==> src/rtl/cbu_pkg.sv <==
package cbu_pkg;
  localparam int unsigned XLEN   = 32;
  localparam int unsigned OPC_W  = 12;
  localparam int unsigned COST_W = 2;
  localparam int unsigned COND_N = 16;
  localparam int unsigned COND_W = $clog2(COND_N);

  localparam logic [OPC_W-1:0] OP_JMP    = 12'hC00;
  localparam logic [OPC_W-1:0] OP_CMP_RR = 12'hC01;
  localparam logic [OPC_W-1:0] OP_CMP_RI = 12'hC02;
  localparam logic [OPC_W-1:0] OP_JCC_LO = 12'hC05;
  localparam logic [OPC_W-1:0] OP_JCC_HI = 12'hC14;
  localparam logic [OPC_W-1:0] OP_JCZ    = 12'hCFF;

  localparam logic [COST_W-1:0] COST_CMP = 2'd1;
  localparam logic [COST_W-1:0] COST_JMP = 2'd1;
  localparam logic [COST_W-1:0] COST_JCC = 2'd2;

  typedef enum logic [2:0] {
    CLS_NONE,
    CLS_CMP_RR,
    CLS_CMP_RI,
    CLS_JMP,
    CLS_JCC,
    CLS_JCZ,
    CLS_ILL
  } ins_cls_e;

  typedef struct packed {
    logic cf;
    logic of;
    logic sf;
    logic zf;
  } flags_t;
endpackage

==> src/rtl/cbu_decode.sv <==
module cbu_decode
  import cbu_pkg::*;
(
  input  logic                valid_i,
  input  logic [OPC_W-1:0]    opcode_i,
  output ins_cls_e            cls_o,
  output logic [COND_W-1:0]   cond_o,
  output logic [COST_W-1:0]   cost_o
);
  always_comb begin
    cls_o = CLS_NONE;
    if (valid_i) begin
      if (opcode_i == OP_JMP)                                  cls_o = CLS_JMP;
      else if (opcode_i == OP_CMP_RR)                          cls_o = CLS_CMP_RR;
      else if (opcode_i == OP_CMP_RI)                          cls_o = CLS_CMP_RI;
      else if (opcode_i >= OP_JCC_LO && opcode_i <= OP_JCC_HI) cls_o = CLS_JCC;
      else if (opcode_i == OP_JCZ)                             cls_o = CLS_JCZ;
      else                                                     cls_o = CLS_ILL;
    end
  end

  // low nibble rebased so 0xC05 maps to index 0, 0xC14 to 15
  assign cond_o = opcode_i[COND_W-1:0] - OP_JCC_LO[COND_W-1:0];

  always_comb begin
    unique case (cls_o)
      CLS_CMP_RR, CLS_CMP_RI: cost_o = COST_CMP;
      CLS_JMP:                cost_o = COST_JMP;
      CLS_JCC, CLS_JCZ:       cost_o = COST_JCC;
      default:                cost_o = '0;
    endcase
  end
endmodule

==> src/rtl/cbu_flag_unit.sv <==
module cbu_flag_unit
  import cbu_pkg::*;
#(
  parameter int unsigned DATA_W = XLEN
) (
  input  logic              clk_i,
  input  logic              rst_ni,
  input  logic              load_i,
  input  logic [DATA_W-1:0] a_i,
  input  logic [DATA_W-1:0] b_i,
  output flags_t            flags_o
);
  localparam int unsigned MSB = DATA_W - 1;

  logic [DATA_W:0]   diff_ext;
  logic [DATA_W-1:0] diff;
  flags_t            flags_d, flags_q;

  assign diff_ext = {1'b0, a_i} - {1'b0, b_i};
  assign diff     = diff_ext[DATA_W-1:0];

  always_comb begin
    flags_d.zf = (diff == '0);
    flags_d.sf = diff[MSB];
    flags_d.cf = diff_ext[DATA_W];
    flags_d.of = (a_i[MSB] ^ b_i[MSB]) & (diff[MSB] ^ a_i[MSB]);
  end

  always_ff @(posedge clk_i or negedge rst_ni) begin
    if (!rst_ni)     flags_q <= '0;
    else if (load_i) flags_q <= flags_d;
  end

  assign flags_o = flags_q;

  a_r3_flags_hold: assert property (@(posedge clk_i) disable iff (!rst_ni)
    !load_i |=> $stable(flags_q));
  a_r2_zero_on_equal: assert property (@(posedge clk_i) disable iff (!rst_ni)
    (load_i && a_i == b_i) |=> (flags_q.zf && !flags_q.cf && !flags_q.of));
  a_r2_borrow: assert property (@(posedge clk_i) disable iff (!rst_ni)
    (load_i && a_i < b_i) |=> flags_q.cf);
endmodule

==> src/rtl/cbu_cond_eval.sv <==
module cbu_cond_eval
  import cbu_pkg::*;
#(
  parameter int unsigned DATA_W = XLEN
) (
  input  flags_t              flags_i,
  input  ins_cls_e            cls_i,
  input  logic [COND_W-1:0]   cond_i,
  input  logic [DATA_W-1:0]   count_i,
  output logic                taken_o
);
  logic [COND_N-1:0] cv;
  logic              s_ne_o;

  assign s_ne_o = flags_i.sf ^ flags_i.of;

  // pairs {true, negated}: index order follows opcode order
  assign cv[0]  =  flags_i.zf;
  assign cv[1]  = ~flags_i.zf;
  assign cv[2]  = ~flags_i.zf & ~s_ne_o;
  assign cv[3]  = ~s_ne_o;
  assign cv[4]  =  s_ne_o;
  assign cv[5]  =  flags_i.zf | s_ne_o;
  assign cv[6]  = ~flags_i.cf & ~flags_i.zf;
  assign cv[7]  = ~flags_i.cf;
  assign cv[8]  =  flags_i.cf;
  assign cv[9]  =  flags_i.cf | flags_i.zf;
  assign cv[10] =  flags_i.cf;
  assign cv[11] = ~flags_i.cf;
  assign cv[12] =  flags_i.of;
  assign cv[13] = ~flags_i.of;
  assign cv[14] =  flags_i.sf;
  assign cv[15] = ~flags_i.sf;

  always_comb begin
    unique case (cls_i)
      CLS_JMP: taken_o = 1'b1;
      CLS_JCC: taken_o = cv[cond_i];
      CLS_JCZ: taken_o = (count_i == '0);
      default: taken_o = 1'b0;
    endcase
  end
endmodule

==> src/rtl/cmp_branch_unit.sv <==
module cmp_branch_unit
  import cbu_pkg::*;
#(
  parameter int unsigned DATA_W = XLEN,
  parameter int unsigned ADDR_W = XLEN
) (
  input  logic              clk_i,
  input  logic              rst_ni,
  input  logic              valid_i,
  input  logic [11:0]       opcode_i,
  input  logic [DATA_W-1:0] op_a_i,
  input  logic [DATA_W-1:0] op_b_i,
  input  logic [DATA_W-1:0] imm_i,
  input  logic [DATA_W-1:0] count_i,
  input  logic [ADDR_W-1:0] target_i,
  output logic              taken_o,
  output logic [ADDR_W-1:0] target_o,
  output logic [1:0]        cost_o,
  output logic              illegal_o,
  output logic [3:0]        flags_o
);
  ins_cls_e          cls;
  logic [COND_W-1:0] cond;
  logic              cmp_load;
  logic [DATA_W-1:0] cmp_b;
  flags_t            flags;

  cbu_decode u_dec (
    .valid_i (valid_i),
    .opcode_i(opcode_i),
    .cls_o   (cls),
    .cond_o  (cond),
    .cost_o  (cost_o)
  );

  assign cmp_load = (cls == CLS_CMP_RR) || (cls == CLS_CMP_RI);
  assign cmp_b    = (cls == CLS_CMP_RI) ? imm_i : op_b_i;

  cbu_flag_unit #(.DATA_W(DATA_W)) u_flags (
    .clk_i  (clk_i),
    .rst_ni (rst_ni),
    .load_i (cmp_load),
    .a_i    (op_a_i),
    .b_i    (cmp_b),
    .flags_o(flags)
  );

  cbu_cond_eval #(.DATA_W(DATA_W)) u_eval (
    .flags_i(flags),
    .cls_i  (cls),
    .cond_i (cond),
    .count_i(count_i),
    .taken_o(taken_o)
  );

  assign illegal_o = (cls == CLS_ILL);
  assign target_o  = taken_o ? target_i : '0;
  assign flags_o   = flags;

  a_r9_illegal_no_take: assert property (@(posedge clk_i) disable iff (!rst_ni)
    illegal_o |-> (!taken_o && cost_o == '0));
  a_r9_illegal_keeps_flags: assert property (@(posedge clk_i) disable iff (!rst_ni)
    illegal_o |=> $stable(flags_o));
  a_r11_idle_quiet: assert property (@(posedge clk_i) disable iff (!rst_ni)
    !valid_i |-> (!taken_o && !illegal_o && cost_o == '0 && target_o == '0));
  a_r8_count_zero: assert property (@(posedge clk_i) disable iff (!rst_ni)
    (valid_i && opcode_i == OP_JCZ) |-> (taken_o == (count_i == '0)));
  a_r4_jmp_taken: assert property (@(posedge clk_i) disable iff (!rst_ni)
    (valid_i && opcode_i == OP_JMP) |-> (taken_o && cost_o == COST_JMP));
endmodule

==> config.mk <==
export PLATFORM = sky130hd
export DESIGN_NAME = cmp_branch_unit
export DESIGN_NICKNAME = d
export VERILOG_FILES = /design/src/rtl/cbu_pkg.sv /design/src/rtl/cbu_decode.sv /design/src/rtl/cbu_flag_unit.sv /design/src/rtl/cbu_cond_eval.sv /design/src/rtl/cmp_branch_unit.sv
export SDC_FILE = /design/constraint.sdc
export NUM_CORES = 1
export LEC_CHECK = 0
export BUFFER_PORTS_ARGS = -buffer_cell sky130_fd_sc_hd__buf_2
export CAP_MARGIN = 5
export CORE_ASPECT_RATIO = 1.4
export CORE_MARGIN = 2
export CORE_UTILIZATION = 43
export DETAILED_ROUTE_END_ITERATION = 6
export MAX_ROUTING_LAYER = met4
export PLACE_DENSITY = 0.92
export SYNTH_ARGS = -nofsm -noshare
export SYNTH_HDL_FRONTEND = slang
export SYNTH_SLANG_ARGS = --single-unit
==> constraint.sdc <==
create_clock -name clk_i -period 3.29 [get_ports clk_i]
set_input_delay 0.329 -clock clk_i [delete_from_list [all_inputs] [get_ports clk_i]]
set_output_delay 0.329 -clock clk_i [all_outputs]
set_load 0.01 [all_outputs]
Yosys cells after proc, flatten, opt, wreduce, memory -nomap -nowiden
Index checks and enable logic that the tools add are counted.

operators by class
  $add $sub $neg = 2
  order comparisons = 3
  equal/unequal tests = 10
  multiplexer cells = 12
  bitwise logic cells = 13
  reduce and logical (&&, ||, !) cells = 6

operators by type and width
  kind                                                         number
  zero test 32 bit                                             2
  2-to-1 mux 32 bit                                            2
  equality test 12 bit (second input constant)                 4
  subtractor 32 x 32 -> 33 bit                                 1
  2-to-1 mux 3 bit                                             5
  >= comparator 12 bit (second input constant)                 1
  less-or-equal comparator 12 bit (second input constant)      1
  equality test 3 bit (second input constant)                  3
  equality test 3 x 2 -> 1 bit (second input constant)         2
  less-than comparator 4 x 5 -> 1 bit (second input constant)  1
  NOT 1 bit                                                    5
  binary-select mux 1 bit (select 4 bit)                       1
  case mux 2 bit (2 select lines)                              1
  subtractor 4 x 3 -> 4 bit (second input constant)            1
  bitwise AND 1 bit                                            3
  equality test 3 x 1 -> 1 bit (second input constant)         1
  case mux 1 bit (3 select lines)                              1
  OR reduction 3 bit                                           1
  bitwise XOR 1 bit                                            3
  2-to-1 mux 2 bit                                             1
  OR 1 bit                                                     2
  OR reduction 2 bit                                           1
  logical AND 1 bit                                            1
  logical OR 1 bit                                             1
  2-to-1 mux 1 bit                                             1

storage, ports and cells
  register bits = 4
  bits of input ports = 175
  output and inout port bits = 40
  logic and storage cells = 50

Logic depth before layout (Yosys ltp)
Gate-level depths: netlist of run 1.

  depth after elaboration = 12
  depth in mapped cells = 25
  depth with buffers taken out = 24

Hierarchy
Synthesis of run 1 repeated with hierarchy kept, for this count alone.

unflattened totals
  cells, all modules = 479
  area, all modules = 3465.8 µm²

modules (own cells, without submodules)
  module           times used  cells each  area an instance (µm²)  seq. area each (µm²)
  cbu_flag_unit    1           336         2329.7                  100.1
  cmp_branch_unit  1           74          645.6                   0.0
  cbu_decode       1           36          257.7                   0.0
  cbu_cond_eval    1           33          232.7                   0.0

Worst setup path after synthesis of run 1
OpenSTA, ideal clock, no wires.

  path type = input -> register
  start point = input port opcode_i[9]
  end point = register u_flags.flags_q (netlist bit u_flags.flags_o[0])
  arrival = 4.807 ns
  data required time = 3.214 ns
  setup slack = -1.593 ns
  cell stages on the path = 22
  buffers on the path = 3
  path through = nand4bb_1 > or4_4 > nor4_4 > a21o_2 > o21ai_0 > and2_1 > and4_2 > clkbuf_1 > buf_2 > mux2i_1 > ha_1 > clkbuf_1 > and2_1 > nand2_1 > a211o_1 > a2111oi_0 > o21bai_1 > a32oi_1 > xor2_1 > nor4_1 > nand4_1 > o21ai_1

between the ends
  longest elaborated chain between the ends = 11
  elaborated cells between the ends (all ways) = 19
  those cells by class = add/sub (1); order compare (2); eq/ne (6); mux (7); reduce/logical (3)

RTL lines
  element                                                       RTL line                                      text
  start: declaration                                            cmp_branch_unit.sv:10                         input logic [11:0] opcode_i,
  >= comparator 12 bit (tied with other cells)                  cbu_decode.sv:16                              else if (opcode_i >= OP_JCC_LO && opcode_i <= OP_JCC_HI) cls_o = CLS_JCC;
  logical AND 1 bit / 2-to-1 mux 2 bit (equally long branches)  cbu_decode.sv:16, cbu_decode.sv:17
  2-to-1 mux 3 bit                                              cbu_decode.sv:16
  2-to-1 mux 3 bit                                              cbu_decode.sv:15                              else if (opcode_i == OP_CMP_RI) cls_o = CLS_CMP_RI;
  2-to-1 mux 3 bit                                              cbu_decode.sv:14                              else if (opcode_i == OP_CMP_RR) cls_o = CLS_CMP_RR;
  2-to-1 mux 3 bit *                                            cbu_decode.sv:13                              if (opcode_i == OP_JMP) cls_o = CLS_JMP;
  2-to-1 mux 3 bit *                                            cbu_decode.sv:12                              if (valid_i) begin
  equality test 3 x 2 -> 1 bit                                  cmp_branch_unit.sv:36, cmp_branch_unit.sv:37
  2-to-1 mux 32 bit                                             cmp_branch_unit.sv:37                         assign cmp_b = (cls == CLS_CMP_RI) ? imm_i : op_b_i;
  subtractor 32 x 32 -> 33 bit                                  cbu_flag_unit.sv:19                           assign diff_ext = {1'b0, a_i} - {1'b0, b_i};
  zero test 32 bit                                              cbu_flag_unit.sv:23                           flags_d.zf = (diff == '0);
  end signal: assignment                                        cbu_flag_unit.sv:31                           else if (load_i) flags_q <= flags_d;
  end: declaration                                              cbu_flag_unit.sv:17                           flags_t flags_d, flags_q;

Mark *: on every way between the ends. The rest lies on a longest branch, timed or not.
A chain may end at the register's enable or synchronous reset.

Final worst setup path of run 1
Ends and elaborated chain as after synthesis.

==> flow_results.org, run 1 <==
** Timing
- Measured against its own limit, the worst slew margin works out to 63.8%.
- The number of hold violations in the final report was 0.
- Period Utilization, post-route :: 149%
- Min cycle time layout :: 4.89 ns
- Setup slack after layout :: -1.60 ns
- For the final database, setup skew stands at 0 ns.
- For the pin with the worst max-slew slack, the measured transition is 0.540 ns.
- In the final timing run, aggregate negative setup slack is -6.08 ns.
- Setup repair after global routing could not meet its margin everywhere.
- Final Slew Violations :: 0
- Setup violations remaining at the end of the flow were counted as 4.
- Based on the critical path, the design can be clocked at up to 205 MHz.

** Detailed routing
- The first detailed-routing pass ran for 7 iterations.
- Number of antenna-violating nets in the routed design :: 0
- Ratio of routed vias to standard cells :: 6.24
- Wires add up to 17100 um.
- DR DRC count :: 0
- For this block, the via count after detailed routing is 5421.
- After detailed routing, the average wire length per cell comes to 19.7 um.
- The first routing iteration left 480 violations.

** Final layout
- Leaving out fill and tap cells, the most frequent cell in the layout is sky130_fd_sc_hd__buf_2.
- Area added between synthesis and finish :: 83.3%
- Share of final-layout standard cells stronger than drive strength 1 :: 54.1%
- The register with the most flip-flops in the layout has 4 of them.
- In the final design database the tool counted 985 nets.
- Utilization after layout :: 81.7%
- The top cell types in the final layout, fill and taps aside, are sky130_fd_sc_hd__buf_2 (212), sky130_fd_sc_hd__buf_4 (130), sky130_fd_sc_hd__mux2i_1 (36).

** Clocking
- H-tree level count :: 1
- CTS tree :: yes
- Counting along the longest clock path gives a buffer depth of 2.
- Clock-pin slew on the worst setup and hold paths :: 0.04 ns
- CTS buffer count :: 3
- Clock latency on the worst-skew pair, taken at its later pin, is 0.23 ns.
- Clock tree synthesis found a total of 4 sinks.
- CTS placed an instance of sky130_fd_sc_hd__clkbuf_8 at the clock tree root.

** Global route
- Number of global-route vias before repair :: 5353
- Global routing used 38.5% of the available tracks across all layers.
- The first global-routing pass estimated 24600 um of wire.
- Maximum number of pins on one net before global-route repair :: 24
- The initial antenna violation count is 5.
- Global route overflow :: 0

** Worst setup path
- The worst register-to-register path begins at u_flags.flags_o[1].
- Endpoint kind of the worst setup timing path :: register
- At the worst endpoint, the required time is 3.44 ns.
- Setup crit start :: opcode_i[9]
- STA classifies the critical path startpoint as an input pin.
- Setup slack on the worst reg-to-reg path comes out at 2.48 ns.
- Crit path DAT :: 5.03 ns
- Critical path type :: in2reg
- Along the worst path, the maximum fanout reaches 4.

** Die
- Site Rows :: 36
- Die area :: 7990 um^2
- For this configuration, the core starts out at a cell density of 44.6%.
- The core region is 7030 um^2.
- In this run the count of I/O pins placed on the die edge is 215.
- The floorplan step set the die width to 76.1 um.
- Die span in y :: 105 um

** Hold path
- HP Class :: in2async

** Pwr
- Fraction of power consumed by combinational cells :: 85.6%
- Net switching is 46.4% of the power.
- Summed over all cells, the static leakage comes to 2.88 nW.
- Summed over all nets, the switching power comes to 0.519 mW.
- Across the VDD grid, the largest voltage drop is 123 uV.
- Share of power burned in registers :: 4.5%
- Internal portion of total power :: 0.598 mW
- Power density relative to cell area :: 195 nW/um^2
- In this run, the clock network consumes 9.9% of the power.

** Logic synthesis
- Asr flop ratio synth :: 100%
- The number of nets in the synthesized netlist is 650.
- After technology mapping, the gate count stands at 436.
- Total of warnings raised by yosys :: 0
- Dividing the synthesized area by the synthesized cell count gives 7.19 um^2.
- Number of unique standard cell types used by synthesis :: 61
- Area of the mapped netlist :: 3130 um^2
- Number of register bits inferred by synthesis :: 4
- Among all flip-flop cells after synthesis, the most frequent one is sky130_fd_sc_hd__dfrtp_1.
- After synthesis, the largest area contributor takes up 15.2% of total cell area.
- Largest cells by area after synthesis :: sky130_fd_sc_hd__ha_1 (15%), sky130_fd_sc_hd__mux2i_1 (12%), sky130_fd_sc_hd__and2_1 (7.2%), sky130_fd_sc_hd__a21oi_1 (4.5%), sky130_fd_sc_hd__nand2_1 (3.5%)
- Sequential elements use 3.19% of the synthesized area.
- Number of synthesized flops with an enable pin :: 0
- The largest total area in the synthesized netlist belongs to sky130_fd_sc_hd__ha_1.

** Outcome
- Run status :: finished, violations left
- The checks that failed: setup timing.

** Job
- Across the run, the number of max-cap violations was 0.

** Placement
- HPWL after detailed placement :: 12100 um
- PortBufs :: 214
- Routability-driven placement finished with a final weighted congestion of 1.02.
timing repair:
item,CTS,global route
pin swaps,34,26
endpoints found under the setup margin,4,36
hold buffers,1,0
hold endpoints to repair,4,0
resized for setup,31,37
setup buffers,10,9
metrics by stage:
stage	setup slack, ns	std cells	total power [mW]	hold slack, ns	instance area [um^2]
5_1_grt	-1.87	869	1.18	0.474	5740
3_3_place_gp	-1.52	842	0.805	0.138	5230
6_report	-1.60	869	1.12	0.462	5740
2_1_floorplan	-1.38	436	0.452	0.0334	3240
3_5_place_dp	-1.81	842	0.841	0.145	5230
4_1_cts	-1.45	856	0.999	0.454	5490
final cells by class:
| class | count | area (um^2) |
|---|---|---|
| multi-input cells | 394 | 3240 |
| repair buffers | 351 | 2170 |
| clock buffers | 3 | 41.3 |
| diodes | 5 | 12.5 |
| fillers | 416 | 1280 |
| well taps | 95 | 119 |
| flip-flops and latches | 4 | 100 |
| inverters | 17 | 63.8 |
cells by family after synthesis:
family                     count (synthesis)  synth area share [%]
and+or+nand+nor                          174                  31.1
buffers and inverters                     38                  4.67
xor gates and xnor gates                  18                  5.03
AOI/OAI and AO/OA                        122                  26.9
DFF                                        4                  3.20
muxes                                     41                  13.2
adders and majority gates                 39                  15.8
worst max-delay path, stage by stage:
cell and delay, ns:
sky130_fd_sc_hd__buf_6 0.09, sky130_fd_sc_hd__nand4bb_4 0.22, sky130_fd_sc_hd__or4_4 0.46, sky130_fd_sc_hd__nor4_4 0.23
sky130_fd_sc_hd__nand2_1 0.12, sky130_fd_sc_hd__o21ai_2 0.07, sky130_fd_sc_hd__and2_4 0.16, sky130_fd_sc_hd__and4_4 0.28
sky130_fd_sc_hd__mux2_4 0.33, sky130_fd_sc_hd__ha_4 0.18, sky130_fd_sc_hd__inv_2 0.06, sky130_fd_sc_hd__fa_2 0.24
sky130_fd_sc_hd__a21o_4 0.19, sky130_fd_sc_hd__a221oi_4 0.09, sky130_fd_sc_hd__or3_4 0.39, sky130_fd_sc_hd__buf_4 0.14
sky130_fd_sc_hd__a31oi_1 0.29, sky130_fd_sc_hd__nor2_1 0.11, sky130_fd_sc_hd__buf_4 0.15, sky130_fd_sc_hd__xnor2_1 0.22
sky130_fd_sc_hd__nor4_1 0.33, sky130_fd_sc_hd__nand4_1 0.17, sky130_fd_sc_hd__o21ai_1 0.18
synth_stat cells, drive strengths merged (4+ instances only):
cell	instances
nand3	14
and2	36
nor2	26
nand2b	5
nand4	10
xor2	10
nand2	29
mux2i	38
o21ai	23
a21o	11
o211ai	8
nor3	9
o31ai	4
o21a	5
dfrtp	4
clkbuf	18
nor2b	7
a21oi	28
ha	38
nor3b	4
nor4	16
inv	17
a31oi	5
xnor2	8
and3	4
a311oi	4
per-layer routing:
metal / global-route usage (%) / wire [um] / part of all wire, %
met1: 34.6 / 5370 / 31
met2: 68.8 / 8530 / 50
met3: 10.2 / 1740 / 10
met4: 29.0 / 1500 / 8.8
met5: - / 0 / 0
power groups by stage:
stage	registers (mW)	logic (mW)	clock network, mW
global route	0.0501	1.02	0.113
finish	0.0501	0.956	0.111
global placement	0.0506	0.755	0
CTS	0.0501	0.839	0.110
detailed placement	0.0507	0.790	0
floorplan	0.0507	0.401	0
worst paths after layout:
check / end / depth (start not counted)
hold reg to reg: u_flags.flags_o[2] / 2
setup / recovery: u_flags.flags_o[0] / 23
max in group asynchronous: u_flags.flags_o[3] / 2
setup reg to reg: u_flags.flags_o[1] / 1
hold / removal: u_flags.flags_o[1] / 2
min in group clk_i: u_flags.flags_o[2] / 3
Power figures use the tool's default switching activity.
==> run 2, diff against run 1 <==
- ABC_AREA: default -> 1
- CORE_UTILIZATION: 43 -> 49
- PLACE_DENSITY: 0.92 -> 0.94
- SLEW_MARGIN: default -> 30
- SYNTH_HIERARCHICAL: default -> 1
==> run 2 against run 1 <==
  * The flow finishes with violations (DRC, setup timing)
  * Design area grew 19%
  * Hold slack lost 0.039 ns
  * First-iteration DRC count grew 46%
  * Area after synthesis grew 40%
  * Register-to-register slack gained 0.08 ns
  * Critical endpoint is now u_flags/flags_o[0]
==> flow_results.org, run 2 <==
** Outcome
- Run status: finished, violations left (unchanged).
- Violated checks: DRC, setup timing (was setup timing).

** Timing
- Sum Neg Setup Slack :: -0.154 ns (was -6.08 ns)
- The total of endpoints with negative setup slack in the final report was 1 (was 4).
- F_max :: 290 MHz (was 205 MHz)
- The setup slack after layout came to -0.154 ns (was -1.60 ns).
- Worst hold slack across all endpoints :: 0.423 ns (was 0.462 ns)
- The number of hold violations in the final report was 0 (unchanged).
- The tightest slew margin relative to the limit came to 78.8% (was 63.8%).
- The total count of max-transition violations in the final report was 0 (unchanged).
- The final worst clock skew came to 0 ns (unchanged).
- RSZ-0062 raised after global routing :: yes (unchanged)
- Actual slew at the worst max-slew pin :: 0.317 ns (was 0.540 ns)
- The fraction of the cycle the final worst path needs was 105% (was 149%).
- Min cycle time layout :: 3.44 ns (was 4.89 ns)

** Logic synthesis
- Number of synthesized flops with an enable pin :: 0 (unchanged)
- In the post-synthesis netlist, the cell with the most instances is sky130_fd_sc_hd__nand2_1.
- The net count after synthesis is 1134 (was 650).
- The area share of the largest cell type after synthesis came to 32.5% (was 15.2%).
- Cell count after synthesis :: 921 (was 436)
- Sequential fraction of the synthesis area :: 2.29% (was 3.19%)
- Total of warnings raised by yosys :: 6 (was 0)
- Post-synthesis average cell area :: 4.75 um^2 (was 7.19 um^2)
- The total of flip-flops plus latches after synthesis was 4 (unchanged).
- The share of async-settable or async-resettable flops after synthesis was 100% (unchanged).
- Most frequent cells after synthesis :: sky130_fd_sc_hd__nand2_1 (379), sky130_fd_sc_hd__inv_1 (196), sky130_fd_sc_hd__nor2_1 (82), sky130_fd_sc_hd__nand3_1 (53), sky130_fd_sc_hd__nand4_1 (41) (was sky130_fd_sc_hd__ha_1 (38), sky130_fd_sc_hd__mux2i_1 (38), sky130_fd_sc_hd__and2_1 (36), sky130_fd_sc_hd__nand2_1 (29), sky130_fd_sc_hd__a21oi_1 (28))
- The dominant cell type by area after synthesis is sky130_fd_sc_hd__nand2_1 (was sky130_fd_sc_hd__ha_1).
- Largest cells by area after synthesis: sky130_fd_sc_hd__nand2_1 (32%), sky130_fd_sc_hd__inv_1 (17%), sky130_fd_sc_hd__ha_1 (11%), sky130_fd_sc_hd__nor2_1 (7.0%), sky130_fd_sc_hd__nand3_1 (6.1%) (was sky130_fd_sc_hd__ha_1 (15%), sky130_fd_sc_hd__mux2i_1 (12%), sky130_fd_sc_hd__and2_1 (7.2%), sky130_fd_sc_hd__a21oi_1 (4.5%), sky130_fd_sc_hd__nand2_1 (3.5%)).
- Number of unique standard cell types used by synthesis :: 37 (was 61)
- Most used DFF post-synth :: sky130_fd_sc_hd__dfrtp_1 (unchanged)
- Area of the mapped netlist :: 4380 um^2 (was 3130 um^2)

** Final layout
- Area added between synthesis and finish :: 55.8% (was 83.3%)
- Post-layout nets :: 1423 (was 985)
- The number of flip-flops in the largest register came to 4 (unchanged).
- Leading cell types in the layout, fill and taps excluded: sky130_fd_sc_hd__nand2_1 (354), sky130_fd_sc_hd__buf_2 (213), sky130_fd_sc_hd__inv_1 (188) (was sky130_fd_sc_hd__buf_2 (212), sky130_fd_sc_hd__buf_4 (130), sky130_fd_sc_hd__mux2i_1 (36)).
- The count of filler cells inserted in the layout is 578 (was 416).
- The antenna diode instance count came to 0 (was 5).
- Share of final-layout standard cells stronger than drive strength 1 :: 36.5% (was 54.1%)
- Most common cell after layout, fill and taps aside :: sky130_fd_sc_hd__nand2_1 (was sky130_fd_sc_hd__buf_2)

** Job
- Max-cap violation count :: 0 (unchanged)

** Clocking
- Number of sinks on the clock net :: 4 (unchanged)
- The CTS tree was yes (unchanged).
- CTS buffer count :: 3 (unchanged)
- The maximum buffer depth of the clock tree is 2 (unchanged).
- The clock transition at the registers of the reported paths came to 0.03 ns (was 0.04 ns).
- The number of H-tree levels is 1 (unchanged).
- The library cell used as clock root buffer is sky130_fd_sc_hd__clkbuf_16 (was sky130_fd_sc_hd__clkbuf_8).
- Later-pin clock latency in the skew report :: 0.23 ns (about the same)

** Pwr
- VDD IR-drop max :: 151 uV (was 123 uV)
- Power density relative to cell area :: 235 nW/um^2 (was 195 nW/um^2)
- Reported leakage power :: 4.45 nW (was 2.88 nW)

** Die
- The overall die area was 9720 um^2 (was 7990 um^2).
- Die span in y :: 116 um (was 105 um)
- Die width :: 83.9 um (was 76.1 um)
- Boundary pin count :: 215 (unchanged)
- Site Rows :: 40 (was 36)
- Initial core utilization :: 50.6% (was 44.6%)
- Core Area :: 8660 um^2 (was 7030 um^2)

** Placement
- HPWL after detailed placement :: 12900 um (was 12100 um)
- GPL Wtd Cong :: 1.01 (was 1.02)
- The total of buffers placed on input and output ports was 214 (unchanged).

** Hold path
- HP Class :: in2reg (was in2async)

** Worst setup path
- The largest delay contributor family on the critical path was simple AND/OR/NAND/NOR gates (unchanged).
- Crit path top cell by count :: sky130_fd_sc_hd__nand2_1 (was sky130_fd_sc_hd__buf_4)
- The critical path startpoint category is an input pin (unchanged).
- The maximum fanout count along the critical path was 9 (was 4).
- The data arrival time of the worst path was 3.61 ns (was 5.03 ns).
- Critical path type :: in2reg (unchanged)
- Worst stage delay on the critical path :: 0.21 ns (was 0.46 ns)
- Endpoint kind of the worst setup timing path :: register (unchanged)
- Required time worst endpoint :: 3.46 ns (was 3.44 ns)
- The number of buffers and inverters on the critical path is 6 (was 4).
- Critical path's slowest cell :: sky130_fd_sc_hd__ha_1 (was sky130_fd_sc_hd__or4_4)

** Detailed routing
- The post-detailed-routing wire length was 19500 um (was 17100 um).
- Average wire length per cell after detail routing :: 14.8 um (was 19.7 um)
- Number of antenna-violating nets in the routed design :: 0 (unchanged)
- Routed vias :: 7182 (was 5421)
- The DRC violation count after routing is 5 (was 0).
- The iteration count of the initial detailed-routing pass was 7 (unchanged).
- First DRT Iteration DRCs :: 699 (was 480)
- The detail-routed via count per cell was 5.47 (was 6.24).

** Global route
- Aggregate global-route resource usage :: 30.0% (was 38.5%)
- The maximum number of pins on one net before global-route repair was 34 (was 24).
- Number of antenna violations at the first check in global routing :: 0 (was 5)
- The final global-route overflow total is 0 (unchanged).
- The wire length of the first global-routing pass came to 23900 um (was 24600 um).
- Number of global-route vias before repair :: 5896 (was 5353)
## run 2: changes by cell type in the layout (fill, tap and decap cells not counted), sizes merged, moves of 16 or more
cell / previous run / this run
and2: 36 / 3
buf: 350 / 297
inv: 17 / 214
mux2i: 38 / 0
nand2: 29 / 400
nand3: 14 / 59
nand4: 10 / 41
nor2: 26 / 91
nor4: 16 / 0
o21ai: 23 / 3
## run 2: layout make-up
class	instances	area, um^2	area share [%]
Inverter	217	817	12.0
Multi-Input combinational cell	683	3850	56.4
Clock buffer	3	75.1	1.10
Timing Repair Buffer	301	1850	27.1
Tap cell	105	131	1.93
Sequential cell	4	100	1.47
## run 2: stage by stage
stage               utilization, %  power [mW]  setup WS (ns)  instance area, um^2  instances
detailed placement            70.1        1.15         -0.322                 6070       1298
floorplan                        -       0.731          0.119                 4380        921
global placement              70.1        1.12         -0.196                 6070       1298
finish                        78.8        1.60         -0.154                 6820       1313
global route                  78.8        1.72         -0.457                 6820       1313
CTS                           71.2        1.36         0.0121                 6170       1302
## run 2: where the power goes
part           total (mW)  leakage, nW  internal (mW)  switching, mW
Sequential         0.0657       0.0504         0.0569        0.00884
Clock               0.193       0.0370          0.156         0.0379
Combinational        1.34         4.36          0.578          0.765
Total                1.60         4.45          0.790          0.811
## run 2: per-layer routing
metal / wire, um / GRT usage (%) / part of all wire [%] / vias up
li1: - / - / - / 3358
met1: 6180 / 27.2 / 32 / 3069
met2: 9830 / 61.6 / 50 / 570
met3: 1820 / 2.07 / 9.4 / 185
met4: 1650 / 15.4 / 8.5 / 0
met5: 0 / - / 0 / -
## run 2: cell families after synthesis
logic type                 after synthesis  share of synthesized area (%)
AOI/OAI and AO/OA                       32                           4.43
xor gates and xnor gates                 6                           1.20
adders and majority gates               38                           11.0
buffers and inverters                  234                           20.9
DFF                                      4                           2.29
and+or+nand+nor                        607                           60.1
## run 2: what timing repair did
action	4_1_cts	5_1_grt
cloned	0	3
gates resized for setup	5	95
endpoints found under the hold margin	4	0
setup endpoints to repair	1	4
setup buffers	0	8
hold buffers	1	0
pin swaps	1	14
## run 2: path summary, 6_finish.rpt
| check | cells after the start | slack (ns) | end | from |
|---|---|---|---|---|
| worst max-delay path | 32 | -0.15 | u_flags/flags_o[0] | opcode_i[0] |
| worst max register to register | 2 | 2.56 | u_flags/flags_o[1] | u_flags/flags_o[1] |
| max in group asynchronous | 2 | 2.72 | u_flags/flags_o[2] | rst_ni |
| worst min-delay path | 3 | 0.42 | u_flags/flags_o[2] | op_a_i[31] |
| min in group asynchronous | 2 | 0.44 | u_flags/flags_o[1] | rst_ni |
| worst min register to register | 2 | 0.55 | u_flags/flags_o[3] | u_flags/flags_o[3] |
## run 2: tightest hold or removal path, cell delays in order
cell and delay (ns):
sky130_fd_sc_hd__buf_2 0.10, sky130_fd_sc_hd__xnor2_1 0.12, sky130_fd_sc_hd__o31ai_1 0.06
==> run 3, diff against run 2 <==
- CTS_BUF_LIST: default -> sky130_fd_sc_hd__clkbuf_8
==> run 3 against run 2 <==
  * The run still ends with DRC, setup timing left
  * Register-to-register slack improved by 0.02 ns
  * Sequential share of layout area barely moved
  * Highest routed layer unchanged
  * Non-clock buffer count rose by 5
  * Global-route usage fell by 0.29 points
==> flow_results.org, run 3 (synthesized netlist as in run 2, its figures left out) <==
** Outcome
- Run status: finished, violations left (unchanged).
- Violated checks :: DRC, setup timing (unchanged)

** Final layout
- Number of diodes added for antenna fixing :: 0 (unchanged)
- The share of the core filled with cells in the final layout was 81.2% (was 78.8%).
- Share of final-layout standard cells stronger than drive strength 1 :: 38.6% (was 36.5%)
- The number of flip-flops in the largest register was 4 (unchanged).
- The most frequent standard cell in the layout excluding fill and tap cells is sky130_fd_sc_hd__nand2_1 (unchanged).
- The final-stage net count was 1428 (was 1423).
- Leading cell types in the layout, fill and taps excluded: sky130_fd_sc_hd__nand2_1 (344), sky130_fd_sc_hd__buf_2 (212), sky130_fd_sc_hd__inv_1 (188) (was sky130_fd_sc_hd__nand2_1 (354), sky130_fd_sc_hd__buf_2 (213), sky130_fd_sc_hd__inv_1 (188)).
- Area added between synthesis and finish :: 60.6% (was 55.8%)
- Layout Cells excl Fill :: 1318 (was 1313)
- Post-route design area :: 7030 um^2 (was 6820 um^2)

** Timing
- The setup TNS is -0.316 ns (was -0.154 ns).
- The final worst clock skew was 0 ns (unchanged).
- The setup slack after layout was -0.239 ns (was -0.154 ns).
- RSZ-0062 raised after global routing :: yes (unchanged)
- Actual slew at the worst max-slew pin :: 0.347 ns (was 0.317 ns)
- Final Slew Violations :: 0 (unchanged)
- The fraction of the cycle the final worst path needs was 107% (was 105%).
- The total of endpoints with negative setup slack in the final report came to 3 (was 1).
- Min cycle time layout :: 3.53 ns (was 3.44 ns)
- Final Hold Vio Count :: 0 (unchanged)
- The minimum hold slack was 0.449 ns (was 0.423 ns).
- Max_slew headroom :: 76.7% (was 78.8%)
- The top achievable clock speed was 283 MHz (was 290 MHz).

** Clocking
- The maximum buffer depth of the clock tree was 2 (unchanged).
- Later-pin clock latency in the skew report :: 0.21 ns (was 0.23 ns)
- The number of buffers inserted during clock tree synthesis came to 3 (unchanged).
- The CTS tree is yes (unchanged).
- Number of sinks on the clock net :: 4 (unchanged)
- Clock-pin slew on the worst setup and hold paths :: 0.03 ns (about the same)
- The library cell used as clock root buffer is sky130_fd_sc_hd__clkbuf_8 (was sky130_fd_sc_hd__clkbuf_16).
- H-tree level count :: 1 (unchanged)

** Detailed routing
- First DRT Iteration DRCs :: 841 (was 699)
- The DRC violation count after routing was 46 (was 5).
- Number of antenna-violating nets in the routed design :: 0 (unchanged)
- The post-detailed-routing wire length came to 21700 um (was 19500 um).
- The detail-routed via count per cell is 5.66 (was 5.47).
- Routed vias :: 7466 (was 7182)
- Average wire length per cell after detail routing :: 16.5 um (was 14.8 um)
- Number of optimization iterations in the first detailed-route pass :: 7 (unchanged)

** Worst setup path
- Kind of launch point of the worst setup path :: input pin (unchanged)
- Critical path type :: in2reg (unchanged)
- The kind of end point of the critical path was a register (unchanged).
- The reg-to-reg endpoint was u_flags/flags_o[0] (was u_flags/flags_o[1]).
- Crit path max-delay family :: simple AND/OR/NAND/NOR gates (unchanged)
- Worst path buffer plus inverter count :: 7 (was 6)
- Crit path DAT :: 3.63 ns (was 3.61 ns)
- The cell with the most instances on the worst path was sky130_fd_sc_hd__nand2_1 (unchanged).
- Setup slack, reg-to-reg :: 2.58 ns (was 2.56 ns)
- Required time worst endpoint :: 3.39 ns (was 3.46 ns)
- The maximum fanout count along the critical path was 9 (unchanged).
- The highest cell delay on the worst timing path was 0.34 ns (was 0.21 ns).
- Critical path's slowest cell :: sky130_fd_sc_hd__ha_4 (was sky130_fd_sc_hd__ha_1)
- The length in cells of the worst reg-to-reg path is 2 (unchanged).
- Worst reg2reg path startpoint :: u_flags/flags_o[0] (was u_flags/flags_o[1])

** Global route
- The maximum number of pins on one net before global-route repair came to 34 (unchanged).
- Global-route wire length before repair :: 23800 um (was 23900 um)
- Number of antenna violations at the first check in global routing :: 0 (unchanged)
- Global route overflow :: 0 (unchanged)
- Aggregate global-route resource usage :: 29.7% (was 30.0%)
- Number of global-route vias before repair :: 5885 (was 5896)

** Pwr
- The clock network fraction of total power was 6.4% (was 12.1%).
- The maximum VDD drop is 140 uV (was 151 uV).
- Power consumption :: 1.61 mW (was 1.60 mW)
- The proportion of total power due to net switching came to 53.9% (was 50.7%).
- Fraction of power consumed by combinational cells :: 89.5% (was 83.8%)
- The power per standard cell area came to 229 nW/um^2 (was 235 nW/um^2).
- The internal power of the cells is 0.741 mW (was 0.790 mW).
- Switching power :: 0.865 mW (was 0.811 mW)
- The part of the total power dissipated in sequential elements was 4.1% (about the same).
- Reported leakage power :: 4.51 nW (was 4.45 nW)

** Placement
- The HPWL reported at the end of detailed placement was 12900 um (unchanged).
- Placed Area :: 6070 um^2 (unchanged)
- Post-Place Setup Slack :: -0.322 ns (unchanged)
- The total of buffers placed on input and output ports came to 214 (unchanged).
- Cells after DPL :: 1298 (unchanged)
- The last weighted congestion value of the routability-driven placer is 1.01 (unchanged).

** Die
- Die span in y :: 116 um (unchanged)
- Die width :: 83.9 um (unchanged)
- The number of core rows is 40 (unchanged).
- Boundary pin count :: 215 (unchanged)
- The initial core utilization came to 50.6% (unchanged).
- The overall die area was 9720 um^2 (unchanged).
- The area of the placeable core came to 8660 um^2 (unchanged).

** Hold path
- Terminating pin of the worst hold path :: u_flags/flags_o[2] (unchanged)
- Number of cells on the worst hold path :: 3 (unchanged)
- HP Class :: in2reg (unchanged)
- The start point of the worst hold path was op_a_i[31] (unchanged).

** Job
- Max-cap violation count :: 0 (unchanged)
[run 3: cell count changes in the layout (fill, tap and decap cells not counted), sizes merged]
cell and delta:
buf +4, clkbuf +1
[run 3: metal layers]
metal	part of all wire [%]	wire [um]	vias to the layer above	track usage, %
li1	-	-	3366	-
met1	31	6730	3168	27.2
met2	48	10400	700	61.3
met3	11	2450	232	2.14
met4	10	2170	0	14.0
met5	0	0	-	-
[run 3: power groups by stage]
stage,sequential [mW],combinational (mW),clock (mW)
5_1_grt,0.0671,1.54,0.106
3_5_place_dp,0.0661,1.09,0
3_3_place_gp,0.0660,1.05,0
4_1_cts,0.0656,1.10,0.104
2_1_floorplan,0.0677,0.664,0
6_report,0.0661,1.44,0.102
[run 3: layout make-up]
class                   instances  area (um^2)
multi-input cells             683         4010
repair buffers                306         1920
fillers                       553         1630
inverters                     217          825
well taps                     105          131
flip-flops and latches          4          100
clock buffers                   3         41.3
[run 3: how the worst max path moves through the flow]
stage          slack, ns         from  cells after the start            endpoint
2_1_floorplan       0.12  opcode_i[0]                     31  u_flags/flags_o[0]
3_3_place_gp       -0.20  opcode_i[0]                     30  u_flags/flags_o[0]
3_5_place_dp       -0.32  opcode_i[0]                     31  u_flags/flags_o[0]
4_1_cts            0.001  opcode_i[0]                     34  u_flags/flags_o[0]
5_1_grt            -0.38  opcode_i[0]                     32  u_flags/flags_o[0]
6_report           -0.24  opcode_i[1]                     30  u_flags/flags_o[0]
[run 3: timing repair]
action,4_1_cts,5_1_grt
cloned,0,4
hold endpoints to repair,4,0
endpoints found under the setup margin,2,4
buffers inserted,0,12
gates resized for setup,8,135
hold buffers,1,0
pin swaps,2,25
[run 3: tightest hold or removal path: cells and delay by family]
kind | cells | cell delay [ns]
buffers and inverters | 1 | 0.11
xor gates and xnor gates | 1 | 0.12
AOI/OAI and AO/OA | 1 | 0.07
